===== config.mk =====
export PLATFORM = sky130hd
export DESIGN_NAME = asram_ctrl
export DESIGN_NICKNAME = d
export VERILOG_FILES = /design/src/rtl/asram_ctrl_pkg.sv /design/src/rtl/asram_ctrl_fsm.sv /design/src/rtl/asram_ctrl_dp.sv /design/src/rtl/asram_ctrl.sv
export SDC_FILE = /design/constraint.sdc
export NUM_CORES = 1
export LEC_CHECK = 0
export ABC_AREA = 1
export BUFFER_PORTS_ARGS = -buffer_cell sky130_fd_sc_hd__buf_2
export CAP_MARGIN = 20
export CORE_MARGIN = 2
export CORE_UTILIZATION = 49
export CTS_CLUSTER_DIAMETER = 40
export CTS_CLUSTER_SIZE = 16
export DETAILED_ROUTE_END_ITERATION = 10
export PLACE_DENSITY = 0.94
export RECOVER_POWER = 50
export SLEW_MARGIN = 20
export SYNTH_ARGS = -nofsm -noshare
export SYNTH_HDL_FRONTEND = slang
export SYNTH_SLANG_ARGS = --single-unit

===== constraint.sdc =====
create_clock -name clk -period 3.05 [get_ports clk]
set_input_delay 0.1525 -clock clk [delete_from_list [all_inputs] [get_ports clk]]
set_output_delay 0.1525 -clock clk [all_outputs]
set_load 0.05 [all_outputs]

===== src/rtl/asram_ctrl_pkg.sv =====
package asram_ctrl_pkg;

  typedef enum logic [2:0] {
    ST_IDLE,
    ST_RD_ACC,
    ST_RD_REC,
    ST_WR_SET,
    ST_WR_PUL,
    ST_WR_REC
  } ctrlState_e;

  // strobes from control to datapath
  typedef struct packed {
    logic load;     // latch request address and data
    logic capture;  // sample bus into read register
  } dpStrobe_t;

  function automatic int maxOf4(input int a, input int b, input int c, input int d);
    int m;
    m = a;
    if (b > m) m = b;
    if (c > m) m = c;
    if (d > m) m = d;
    return m;
  endfunction

endpackage


===== src/rtl/asram_ctrl_fsm.sv =====
module asram_ctrl_fsm
  import asram_ctrl_pkg::*;
#(
  parameter int RD_ACCESS  = 5,
  parameter int RD_TURN    = 2,
  parameter int WR_SETUP   = 1,
  parameter int WR_PULSE   = 4,
  parameter int WR_DATA    = 3,
  parameter int WR_RECOVER = 1
) (
  input  logic      clk,
  input  logic      rstN,
  input  logic      reqValid,
  input  logic      reqWrite,
  output logic      reqReady,
  output dpStrobe_t strobe,
  output logic      memCsN,
  output logic      memOeN,
  output logic      memWeN,
  output logic      memDqOe
);

  localparam int MAX_CNT = maxOf4(maxOf4(RD_ACCESS, RD_TURN, WR_SETUP, WR_PULSE), WR_RECOVER, 1, 1);
  localparam int CNT_W   = $clog2(MAX_CNT + 1);

  ctrlState_e       state;
  logic [CNT_W-1:0] cnt;

  always_ff @(posedge clk) begin
    if (!rstN) begin
      state <= ST_IDLE;
      cnt   <= '0;
    end else begin
      case (state)
        ST_IDLE: begin
          if (reqValid) begin
            if (reqWrite) begin
              state <= ST_WR_SET;
              cnt   <= CNT_W'(WR_SETUP - 1);
            end else begin
              state <= ST_RD_ACC;
              cnt   <= CNT_W'(RD_ACCESS - 1);
            end
          end
        end
        default: begin
          if (cnt != '0) begin
            cnt <= cnt - 1'b1;
          end else begin
            case (state)
              ST_RD_ACC: begin state <= ST_RD_REC; cnt <= CNT_W'(RD_TURN - 1);    end
              ST_WR_SET: begin state <= ST_WR_PUL; cnt <= CNT_W'(WR_PULSE - 1);   end
              ST_WR_PUL: begin state <= ST_WR_REC; cnt <= CNT_W'(WR_RECOVER - 1); end
              default:   begin state <= ST_IDLE;   cnt <= '0;                      end
            endcase
          end
        end
      endcase
    end
  end

  always_comb begin
    reqReady       = (state == ST_IDLE);
    strobe.load    = (state == ST_IDLE) && reqValid;
    strobe.capture = (state == ST_RD_ACC) && (cnt == '0);
    memCsN  = !((state == ST_RD_ACC) || (state == ST_WR_SET) || (state == ST_WR_PUL));
    memOeN  = !(state == ST_RD_ACC);
    memWeN  = !(state == ST_WR_PUL);
    memDqOe = (state == ST_WR_PUL) && (cnt < CNT_W'(WR_DATA));
  end

  // width of the current write-enable low run, for the pulse check
  logic [CNT_W:0] weLowCnt;
  always_ff @(posedge clk) begin
    if (!rstN)        weLowCnt <= '0;
    else if (!memWeN) weLowCnt <= weLowCnt + 1'b1;
    else              weLowCnt <= '0;
  end

  initial begin
    assert (RD_ACCESS >= 1 && RD_TURN >= 1 && WR_SETUP >= 1 && WR_PULSE >= 1 && WR_RECOVER >= 1)
      else $error("timing counts must be at least one cycle");
    assert (WR_DATA >= 1 && WR_DATA <= WR_PULSE)
      else $error("data overlap must fit inside the write pulse");
  end

  p_standby_r1: assert property (@(posedge clk) disable iff (!rstN)
    reqReady |-> (memCsN && memOeN && memWeN && !memDqOe));

  p_no_contention_r4: assert property (@(posedge clk) disable iff (!rstN)
    memDqOe |-> (memOeN && $past(memOeN)));

  p_oe_high_in_write_r6: assert property (@(posedge clk) disable iff (!rstN)
    !memWeN |-> memOeN);

  p_pulse_width_r6: assert property (@(posedge clk) disable iff (!rstN)
    $rose(memWeN) |-> (weLowCnt == (CNT_W+1)'(WR_PULSE)));

  p_drive_off_at_we_rise_r7: assert property (@(posedge clk) disable iff (!rstN)
    $rose(memWeN) |-> !memDqOe);

  p_busy_after_accept_r9: assert property (@(posedge clk) disable iff (!rstN)
    (reqValid && reqReady) |=> !reqReady);

endmodule


===== src/rtl/asram_ctrl_dp.sv =====
module asram_ctrl_dp
  import asram_ctrl_pkg::*;
#(
  parameter int ADDR_W = 19,
  parameter int DATA_W = 8
) (
  input  logic              clk,
  input  logic              rstN,
  input  dpStrobe_t         strobe,
  input  logic [ADDR_W-1:0] reqAddr,
  input  logic [DATA_W-1:0] reqWdata,
  input  logic [DATA_W-1:0] memDqIn,
  output logic [ADDR_W-1:0] memAddr,
  output logic [DATA_W-1:0] memDqOut,
  output logic [DATA_W-1:0] rdData,
  output logic              rdValid
);

  logic [ADDR_W-1:0] addrQ;
  logic [DATA_W-1:0] wdataQ;
  logic [DATA_W-1:0] rdDataQ;
  logic              rdValidQ;

  always_ff @(posedge clk) begin
    if (!rstN) begin
      addrQ    <= '0;
      wdataQ   <= '0;
      rdDataQ  <= '0;
      rdValidQ <= 1'b0;
    end else begin
      rdValidQ <= strobe.capture;
      if (strobe.load) begin
        addrQ  <= reqAddr;
        wdataQ <= reqWdata;
      end
      if (strobe.capture) rdDataQ <= memDqIn;
    end
  end

  assign memAddr  = addrQ;
  assign memDqOut = wdataQ;
  assign rdData   = rdDataQ;
  assign rdValid  = rdValidQ;

  p_rd_pulse_single_r3: assert property (@(posedge clk) disable iff (!rstN)
    rdValid |=> !rdValid);

endmodule


===== src/rtl/asram_ctrl.sv =====
module asram_ctrl
  import asram_ctrl_pkg::*;
#(
  parameter int ADDR_W     = 19,
  parameter int DATA_W     = 8,
  parameter int RD_ACCESS  = 5,
  parameter int RD_TURN    = 2,
  parameter int WR_SETUP   = 1,
  parameter int WR_PULSE   = 4,
  parameter int WR_DATA    = 3,
  parameter int WR_RECOVER = 1
) (
  input  logic              clk,
  input  logic              rstN,
  input  logic              reqValid,
  output logic              reqReady,
  input  logic              reqWrite,
  input  logic [ADDR_W-1:0] reqAddr,
  input  logic [DATA_W-1:0] reqWdata,
  output logic              rdValid,
  output logic [DATA_W-1:0] rdData,
  output logic [ADDR_W-1:0] memAddr,
  output logic              memCsN,
  output logic              memOeN,
  output logic              memWeN,
  output logic [DATA_W-1:0] memDqOut,
  output logic              memDqOe,
  input  logic [DATA_W-1:0] memDqIn
);

  dpStrobe_t strobe;

  asram_ctrl_fsm #(
    .RD_ACCESS (RD_ACCESS),
    .RD_TURN   (RD_TURN),
    .WR_SETUP  (WR_SETUP),
    .WR_PULSE  (WR_PULSE),
    .WR_DATA   (WR_DATA),
    .WR_RECOVER(WR_RECOVER)
  ) u_fsm (
    .clk     (clk),
    .rstN    (rstN),
    .reqValid(reqValid),
    .reqWrite(reqWrite),
    .reqReady(reqReady),
    .strobe  (strobe),
    .memCsN  (memCsN),
    .memOeN  (memOeN),
    .memWeN  (memWeN),
    .memDqOe (memDqOe)
  );

  asram_ctrl_dp #(
    .ADDR_W(ADDR_W),
    .DATA_W(DATA_W)
  ) u_dp (
    .clk     (clk),
    .rstN    (rstN),
    .strobe  (strobe),
    .reqAddr (reqAddr),
    .reqWdata(reqWdata),
    .memDqIn (memDqIn),
    .memAddr (memAddr),
    .memDqOut(memDqOut),
    .rdData  (rdData),
    .rdValid (rdValid)
  );

  p_addr_hold_in_pulse_r6: assert property (@(posedge clk) disable iff (!rstN)
    (!memWeN && $past(!memWeN)) |-> $stable(memAddr));

  p_addr_hold_recover_r8: assert property (@(posedge clk) disable iff (!rstN)
    $rose(memWeN) |-> $stable(memAddr));

endmodule


==> run summary <==
Status: complete, no violations
Clock skew: 13.1 ps
Post-synth cell types: 20
Post-CTS setup buffers: 0
DR iter-0 viols: 105
RSZ-0062 raised after global routing: no
TritonCTS Buffers: 5
Drt total wl: 3880 µm
Slew margin rel.: 0.384
Core area: 3310 µm²
Initial Util: 0.505
Power share of the combinational group: 0.525
Routability congestion estimate: 0.891
CP arrival: 1760 ps
H-Tree Level Count: 2
Leak Pwr: 0.000898 µW
CTS Hold Buffers Added: 0
I/O Buffers: 79
Commonest non-fill, non-tap cell in the layout: nand2_1
Pwr dens: 1150 nW/µm²
Layout area overhead: 25.7%
Vias in the first global route: 1537
Final Max Tran Viols: 0
Final period utilization: 0.627
Crit Path Category: reg2out
Switching Share: 0.521
DRC viols: 0
Hpwl dp: 2800 µm
Final instance area: 2100 µm²
Worst Hold Class: in2reg
Tmin final: 1910 ps
# setup viols final: 0
Internal power: 1150 µW
Via density per instance: 4.95
Placed insts: 333
Critical-path maximum fanout: 7
Largest net degree at the start of global routing: 33
Fmax: 523 MHz
CTS sink count: 42
Ant diodes: 0
Via count: 1688
Layout cell share with drive strength beyond 1: 0.200
Die width: 62.4 µm
Post-route setup TNS: 0 ps
Tot Pwr: 2410 µW
Tot GR Track Use: 0.206
Final nets: 336
Peak VDD IR: 0.000522 V
Die area: 3900 µm²
Most frequent cells in the layout: nand2_1, buf_2, dfxtp_1
Final Non-Filler Cells: 341
Floorplan die height: 62.4 µm
Worst Setup End Kind: output port
Longest Clk Path Bufs: 2
Clock Power Share: 0.146
DR pass1 iterations: 4
Switching pwr: 1250 µW
Post-synthesis instance area: 1670 µm²
CTS resizes: 0
Worst Max-Slew Pin Slew: 923 ps
Antenna-violating nets left: 0
TritonCTS clock tree: built
MaxCap Viol Count: 0
Endpoints failing hold: 0
First-pass GRT wire length: 6500 µm
Mean post-synth cell area: 7.64 µm²
CTS Root Cell: clkbuf_4
Wire length per cell: 11.4 µm
Sequential area share after synthesis: 0.503
Antenna violations before repair: 0
CTS clk-pin slew, worst paths: 120 ps
Yosys reg bits: 42
Grt ovf: 0
I/O pin count: 80
Flop pwr share: 0.328
Syn Inst Count: 219
Placed inst area: 2080 µm²
Synth Net Count: 261
Std cell rows: 21
CP Data Required Time: 2900 ps
Syn. warnings: 0
Clk_lat worst skew: 350 ps
Startpoint type of the worst setup path: flip-flop
sequential cells by signal (all words and copies together) (netlist names):
name,cells
u_dp.memAddr,19
u_dp.memDqOut,8
u_dp.rdData,8
u_fsm.cnt,3
u_fsm.state,3
u_dp.rdValid,1
synthesized netlist by cell type:
master | n | area [µm²]
clkinv_2 | 1 | 5.00
a211oi_1 | 2 | 15.0
buf_4 | 2 | 15.0
nor2_1 | 23 | 86.3
nand3_1 | 35 | 175
o21ai_1 | 8 | 40.0
buf_2 | 4 | 20.0
nand2_1 | 44 | 165
nor2_4 | 1 | 11.3
dfxtp_1 | 42 | 841
a21boi_1 | 1 | 7.51
inv_2 | 3 | 11.3
nand3_2 | 2 | 20.0
o21ai_0 | 1 | 5.00
buf_1 | 1 | 3.75
a21oi_1 | 31 | 155
inv_1 | 9 | 33.8
ha_1 | 3 | 37.5
clkbuf_1 | 5 | 18.8
nor2_2 | 1 | 6.26
kinds of logic (layout without fill, tap and decap cells):
group / Yosys count / after routing / synth area share
adders and majority gates: 3 / 3 / 0.0224
DFF: 42 / 42 / 0.503
AOI/OAI and AO/OA: 43 / 43 / 0.133
buffers and inverters: 25 / 101 / 0.0643
and+or+nand+nor: 106 / 106 / 0.277
worst paths after layout:
kind,start,to,slack [ps],depth (start not counted)
worst max-delay path,u_fsm.state[0],memDqOe,1140,4
worst min-delay path,memDqIn[1],u_dp.rdData[1],30,3
worst max register to register,u_fsm.cnt[0],u_dp.rdData[2],1270,7
worst min register to register,u_dp.memAddr[16],u_dp.memAddr[16],470,2
layer usage:
metal,global-route usage,part of all wire,vias up
li1,-,-,879
met1,0.252,0.44,752
met2,0.355,0.49,52
met3,0.0378,0.049,5
met4,0.0889,0.013,0
met5,0,0,-
area by class of cell:
class,instances,area [µm²]
Clock buffer,5,37.5
Clock inverter,3,43.8
Fill cell,337,1210
Inverter,13,50.0
Multi-Input combinational cell,152,714
Sequential cell,42,841
Tap cell,46,57.6
Timing Repair Buffer,80,358
power by group through the flow:
| stage | combinational [µW] | clock (µW) | sequential (µW) |
|---|---|---|---|
| 2_1_floorplan | 652 | 0 | 1180 |
| 3_3_place_gp | 1280 | 0 | 798 |
| 3_5_place_dp | 1310 | 0 | 801 |
| 4_1_cts | 1310 | 360 | 790 |
| 5_1_grt | 1370 | 391 | 807 |
| 6_report | 1260 | 352 | 790 |
through the flow:
step / setup slack [ps] / hold slack, ps / utilization
after floorplan: 783 / 301 / -
after detailed placement: 1470 / 400 / 0.628
after global routing: 956 / 24.9 / 0.635
after global placement: 1510 / 388 / 0.628
after CTS: 1290 / 26.1 / 0.652
final: 1140 / 28.8 / 0.635
critical path: stages, from the launching register on:
cell,delay [ps]
dfxtp_1,360
nor2_1,380
nand2_1,140
a211oi_1,220
buf_2,310
Power figures use the tool's default switching activity.
